### src/rtl/tmc_pkg.sv
package tmc_pkg;
    typedef enum logic [1:0] {
        CYC_IDLE    = 2'd0,
        CYC_ACCESS  = 2'd1,
        CYC_REFRESH = 2'd2
    } cyc_e;
endpackage

### src/rtl/tmc_strobe_ctl.sv
module tmc_strobe_ctl
    import tmc_pkg::*;
#(
    parameter int ROW_W  = 4,
    parameter int COL_W  = 4,
    parameter int ADDR_W = 4
) (
    input  logic             clk,
    input  logic             rst_n,
    input  logic             ras_n,
    input  logic             cas_n,
    input  logic             we_n,
    input  logic [ADDR_W-1:0] addr,
    output logic [ROW_W-1:0] row_o,
    output logic [COL_W-1:0] col_o,
    output logic             wr_o,
    output logic             test_o,
    output logic             rd_valid_o
);
    typedef struct packed {
        cyc_e             cyc;
        logic             ras;
        logic             cas;
        logic             test;
        logic             cas_seen;
        logic             col_valid;
        logic [ROW_W-1:0] row;
        logic [COL_W-1:0] col;
    } ctl_s;

    ctl_s st_q, st_d;
    logic ras_fall, ras_rise, cas_fall, cas_rise;

    always_comb begin
        ras_fall = st_q.ras && !ras_n;
        ras_rise = !st_q.ras && ras_n;
        cas_fall = st_q.cas && !cas_n;
        cas_rise = !st_q.cas && cas_n;
        st_d     = st_q;
        st_d.ras = ras_n;
        st_d.cas = cas_n;
        wr_o     = 1'b0;
        if (ras_fall) begin
            if (!cas_n) begin
                st_d.cyc  = CYC_REFRESH;
                st_d.test = !we_n;
            end else begin
                st_d.cyc       = CYC_ACCESS;
                st_d.row       = addr[ROW_W-1:0];
                st_d.cas_seen  = 1'b0;
                st_d.col_valid = 1'b0;
            end
        end else if (ras_rise) begin
            if (st_q.cyc == CYC_ACCESS && !st_q.cas_seen)
                st_d.test = 1'b0;
            st_d.cyc       = CYC_IDLE;
            st_d.col_valid = 1'b0;
        end else if (st_q.cyc == CYC_ACCESS && !ras_n) begin
            if (cas_fall) begin
                st_d.col       = addr[COL_W-1:0];
                st_d.cas_seen  = 1'b1;
                st_d.col_valid = 1'b1;
                wr_o           = !we_n;
            end else if (cas_rise) begin
                st_d.col_valid = 1'b0;
            end
        end
    end

    always_ff @(posedge clk or negedge rst_n) begin
        if (!rst_n) begin
            st_q           <= '0;
            st_q.cyc       <= CYC_IDLE;
            st_q.ras       <= 1'b1;
            st_q.cas       <= 1'b1;
        end else begin
            st_q <= st_d;
        end
    end

    assign row_o      = st_q.row;
    assign col_o      = wr_o ? addr[COL_W-1:0] : st_q.col;
    assign test_o     = st_q.test;
    assign rd_valid_o = (st_q.cyc == CYC_ACCESS) && st_q.col_valid && !ras_n && !cas_n;

    AST_TM_ENTER: assert property (@(posedge clk) disable iff (!rst_n)
        (st_q.ras && !ras_n && !cas_n && !we_n) |=> test_o);
    AST_TM_HOLD: assert property (@(posedge clk) disable iff (!rst_n)
        (st_q.ras == ras_n) |=> $stable(test_o));
    AST_TM_EXIT_ROW_ONLY: assert property (@(posedge clk) disable iff (!rst_n)
        (!st_q.ras && ras_n && st_q.cyc == CYC_ACCESS && !st_q.cas_seen) |=> !test_o);
    AST_TM_EXIT_REFRESH: assert property (@(posedge clk) disable iff (!rst_n)
        (st_q.ras && !ras_n && !cas_n && we_n) |=> !test_o);
    AST_WR_SINGLE: assert property (@(posedge clk) disable iff (!rst_n)
        wr_o |=> !wr_o);
endmodule

### src/rtl/tmc_cell_array.sv
module tmc_cell_array #(
    parameter int ROW_W = 4,
    parameter int COL_W = 4,
    parameter int DQ_W  = 4
) (
    input  logic             clk,
    input  logic             wr,
    input  logic             test,
    input  logic [ROW_W-1:0] row,
    input  logic [COL_W-1:0] col,
    input  logic [DQ_W-1:0]  din,
    output logic [DQ_W-1:0]  dout
);
    localparam int IGN_W = 2;
    localparam int GRP   = 1 << IGN_W;
    localparam int IDX_W = ROW_W + COL_W;
    localparam int WORDS = 1 << IDX_W;

    logic [DQ_W-1:0] mem_q [WORDS];
    logic [IDX_W-1:0] idx;
    logic [DQ_W-1:0] grp_word [GRP];
    logic [DQ_W-1:0] cmp;

    assign idx = {row, col};

    always_ff @(posedge clk) begin
        if (wr) begin
            if (test) begin
                for (int k = 0; k < GRP; k++)
                    mem_q[{row, col[COL_W-1:IGN_W], IGN_W'(k)}] <= din;
            end else begin
                mem_q[idx] <= din;
            end
        end
    end

    for (genvar k = 0; k < GRP; k++) begin : g_grp
        assign grp_word[k] = mem_q[{row, col[COL_W-1:IGN_W], IGN_W'(k)}];
    end

    for (genvar p = 0; p < DQ_W; p++) begin : g_pin
        logic [GRP-1:0] bits;
        for (genvar k = 0; k < GRP; k++) begin : g_bit
            assign bits[k] = grp_word[k][p];
        end
        assign cmp[p] = (bits == '0) || (bits == '1);
    end

    assign dout = test ? cmp : mem_q[idx];
endmodule

### src/rtl/tmc_dram.sv
module tmc_dram #(
    parameter int ROW_W  = 4,
    parameter int COL_W  = 4,
    parameter int DQ_W   = 4,
    parameter int ADDR_W = (ROW_W > COL_W) ? ROW_W : COL_W
) (
    input  logic              clk,
    input  logic              rst_n,
    input  logic              ras_n,
    input  logic              cas_n,
    input  logic              we_n,
    input  logic              oe_n,
    input  logic [ADDR_W-1:0] addr,
    input  logic [DQ_W-1:0]   dq_in,
    output logic [DQ_W-1:0]   dq_out,
    output logic              dq_oe
);
    logic [ROW_W-1:0] row;
    logic [COL_W-1:0] col;
    logic wr, test, rd_valid;

    tmc_strobe_ctl #(.ROW_W(ROW_W), .COL_W(COL_W), .ADDR_W(ADDR_W)) u_ctl (
        .clk(clk), .rst_n(rst_n), .ras_n(ras_n), .cas_n(cas_n), .we_n(we_n),
        .addr(addr), .row_o(row), .col_o(col), .wr_o(wr), .test_o(test),
        .rd_valid_o(rd_valid)
    );

    tmc_cell_array #(.ROW_W(ROW_W), .COL_W(COL_W), .DQ_W(DQ_W)) u_arr (
        .clk(clk), .wr(wr), .test(test), .row(row), .col(col),
        .din(dq_in), .dout(dq_out)
    );

    assign dq_oe = rd_valid && !oe_n && we_n;

    AST_OE_STROBES: assert property (@(posedge clk) disable iff (!rst_n)
        dq_oe |-> (!ras_n && !cas_n && !oe_n && we_n));
    AST_NO_OE_ON_WRITE: assert property (@(posedge clk) disable iff (!rst_n)
        wr |-> !dq_oe);
endmodule

### config.mk
export PLATFORM = sky130hd
export DESIGN_NAME = tmc_dram
export DESIGN_NICKNAME = d
export VERILOG_FILES = /design/src/rtl/tmc_pkg.sv /design/src/rtl/tmc_strobe_ctl.sv /design/src/rtl/tmc_cell_array.sv /design/src/rtl/tmc_dram.sv
export SDC_FILE = /design/constraint.sdc
export NUM_CORES = 2
export LEC_CHECK = 0
export ABC_AREA = 1
export ABC_CLOCK_PERIOD_IN_PS = 3430
export BUFFER_PORTS_ARGS = -buffer_cell sky130_fd_sc_hd__buf_2
export CAP_MARGIN = 20
export CORE_MARGIN = 8
export CORE_UTILIZATION = 35
export DETAILED_ROUTE_END_ITERATION = 8
export HOLD_SLACK_MARGIN = 0.05
export PLACE_DENSITY_LB_ADDON = 0.15
export SLEW_MARGIN = 40
export SYNTH_ARGS = -nofsm -noshare
export SYNTH_HDL_FRONTEND = slang
export SYNTH_SLANG_ARGS = --single-unit
### constraint.sdc
create_clock -name clk -period 3.43 [get_ports clk]
set_clock_uncertainty 0.05 [all_clocks]
set_input_delay 0.343 -clock clk [delete_from_list [all_inputs] [get_ports clk]]
set_output_delay 0.343 -clock clk [all_outputs]
set_load 0.1 [all_outputs]
==> results.json <==
{
  "drv_slew": 0,
  "grt_pass1_vias": 51700,
  "initial_utilization_pct": 35.3,
  "setup_viol": 1021,
  "h-tree-depth": 3,
  "synth_top_flop_cell": "edfxtp_1",
  "endpoint_kind": "output port",
  "yosysWarnings": 0,
  "ys_ff_latch": 1039,
  "num_vias": 54100,
  "fillers": 16300,
  "startpoint": "u_ctl.st_q[12]",
  "cp.depth": 26,
  "viasPerCell": 5.19,
  "gp_congestion": 0.988,
  "hold_viol_final": 0,
  "synth_commonest_cells": "4320 x nand2_1, 1024 x edfxtp_1, 705 x o21ai_0",
  "violations": "setup timing",
  "core.rowCount": 148,
  "cts.root.buffer_cell": "clkbuf_16",
  "area_growth_pct": 26.7,
  "place_area_um2": 65700,
  "tightest_slew_ns": 0.830,
  "die_area_um2": 177000,
  "synth_edf_count": 1024,
  "async_reset_ff_share_pct": 1.44,
  "ff2ff_path_depth": 20,
  "cp.required_ns": 3.04,
  "groute.usage.overall_pct": 26.6,
  "die_x_um": 421,
  "peakVddDrop_v": 0.000491,
  "syn_nets": 7645,
  "cts.sinks": 1039,
  "core_area_um2": 163000,
  "slew_headroom_pct": 44.7,
  "syn-instance-count": 7627,
  "yosys.area.top_type": "edfxtp_1",
  "cts_tree": "yes",
  "die_height_um": 421,
  "drv_cap": 0,
  "final_cell_area_um2": 72800,
  "cts_inserted_buffers": 121,
  "grt_overflow": 0,
  "crit_buf_inv": 10,
  "arrival_ns": 4.42,
  "p_leak_uw": 0.0327,
  "synth_most_common_cell": "nand2_1",
  "insertion_delay_ns": 0.77,
  "drtIter0Drc": 5830,
  "grt_pass1_wl_mm": 354,
  "post-route-util_pct": 44.7,
  "status": "complete, but fails checks",
  "clock.fmax_mhz": 208,
  "synth_area_leaders": "edfxtp_1 54%, nand2_1 28%, o21ai_0 6.1%",
  "syn_area_per_cell_um2": 7.53,
  "setup_tns_ns": -259.63,
  "path_clk_slew_ns": 0.06,
  "drive_gt1_share_pct": 16.7,
  "clock_path_buffers": 3,
  "crit_type": "reg -> out",
  "routed_wl_mm": 249,
  "slowest_delay_ns": 0.54,
  "route.detailed.drc": 0,
  "finalCritPeriodShare_pct": 140,
  "firstDrtPassIters": 6,
  "min_path_cells": 1,
  "rr_startpoint": "u_ctl.st_q[12]",
  "ys_seq_area_share_pct": 54.2,
  "hpwlAfterDp_mm": 175,
  "crit_path_start_kind": "flip-flop",
  "wl_per_cell_um": 23.9,
  "antenna_found_initial": 10,
  "nets": 8158,
  "syn_area_um2": 57500,
  "cp_top_family": "buffers and inverters",
  "worst-path-max-fanout": 18,
  "synth_top_area_share_pct": 53.5,
  "rsz0062_at_grt": "yes",
  "setup_ws_ns": -1.39,
  "grt_max_degree": 88,
  "drtAntennaViolNets": 0,
  "slowest_stage": "dfstp_2",
  "ios": 19,
  "ys_types": 28,
  "hold_path.startpoint": "dq_in[3]",
  "min_path_type": "in -> reg",
  "io_buffer_count": 18,
  "period_needed_ns": 4.82,
  "power_density_nw_per_um2": 562
}
[repair_timing]
action | in CTS | in global routing
endpoints found under the setup margin | 1028 | 1028
hold buffers | 16 | 0
hold endpoints to repair | 92 | 0
resized for setup | 269 | 299
gates cloned | 15 | 10
buffers inserted | 38 | 18
pin swaps | 36 | 77
[layout make-up]
class	count	area (um2)	share of cell area, %
clock buffer	142	3190	4.38
sequential	1039	31100	42.8
inverter	368	1410	1.94
tap	2175	2720	3.74
multi-input combinational	5777	24500	33.6
timing repair buffer	833	8960	12.3
clock inverter	84	905	1.24
antenna	4	10.0	0.0137
[where the power goes]
group / internal [uW] / switching (uW) / leakage (uW)
Sequential: 14000 / 32.8 / 0.00939
Clock: 7850 / 5590 / 0.00200
Combinational: 4620 / 8840 / 0.0213
[worst paths after layout]
check	slack (ns)	endpoint
max in group asynchronous	1.62	u_ctl.row_o[0]
worst max register to register	-0.48	u_arr.mem_q[86][1]
worst max-delay path	-1.39	dq_out[3]
worst min register to register	0.45	u_ctl.st_q[8]
min in group asynchronous	0.56	u_ctl.st_q[12]
worst min-delay path	0.11	u_arr.mem_q[255][3]
[cell usage in the layout (no fill, tap or decap), drive strengths merged]
| master | synthesis | routed |
|---|---|---|
| nand2 | 4324 | 4325 |
| edfxtp | 1024 | 1024 |
| buf | 249 | 800 |
| o21ai | 786 | 786 |
| nor2 | 524 | 524 |
| inv | 365 | 372 |
| clkbuf | 195 | 151 |
| nand3 | 135 | 135 |
| clkinv | 3 | 54 |
| bufinv | 0 | 16 |
| dlygate4sd3 | 0 | 16 |
| dfrtp | 13 | 13 |
| clkinvlp | 0 | 10 |
| bufbuf | 0 | 8 |
| diode | 0 | 4 |
| ha | 4 | 4 |
| dfstp | 2 | 2 |
| nor3 | 1 | 1 |
| o31ai | 1 | 1 |
| a21oi | 1 | 1 |
[cells by family after synthesis]
logic type,after synthesis,share of synthesized area (%)
AO/OA/AOI/OAI,788,6.89
buffers and inverters,812,5.87
AND/OR/NAND/NOR,4984,33.0
flip-flops,1039,54.2
adder cells (fa/ha/maj),4,0.0871
[flip-flops by register name, summed over array words and instances (netlist names)]
name,count
u_arr.mem_q,1024
u_ctl.row_o,4
u_ctl.st_q,10
u_ctl.test_o,1
[metrics by stage]
stage	total power (uW)	cells	hold WS, ns	worst slack, ns
CTS	40300	10400	0.0785	-1.47
finish	40900	10400	0.114	-1.39
global placement	26100	10100	0.234	-1.04
detailed placement	26100	10100	0.245	-1.02
floorplan	20300	7627	-0.00259	0.126
global route	42400	10400	0.131	-1.52
[layer usage]
metal | share of wire [%] | routed length, um | GRT usage (%) | vias up
met5 | 0.0052 | 13 | 0 | -
met4 | 5.1 | 12600 | 11.4 | 2
met3 | 8.2 | 20400 | 3.83 | 434
met2 | 45 | 111000 | 42.5 | 2523
met1 | 42 | 105000 | 36.2 | 25800
li1 | - | - | - | 25300
No activity file was read; power rests on OpenSTA's default activity.
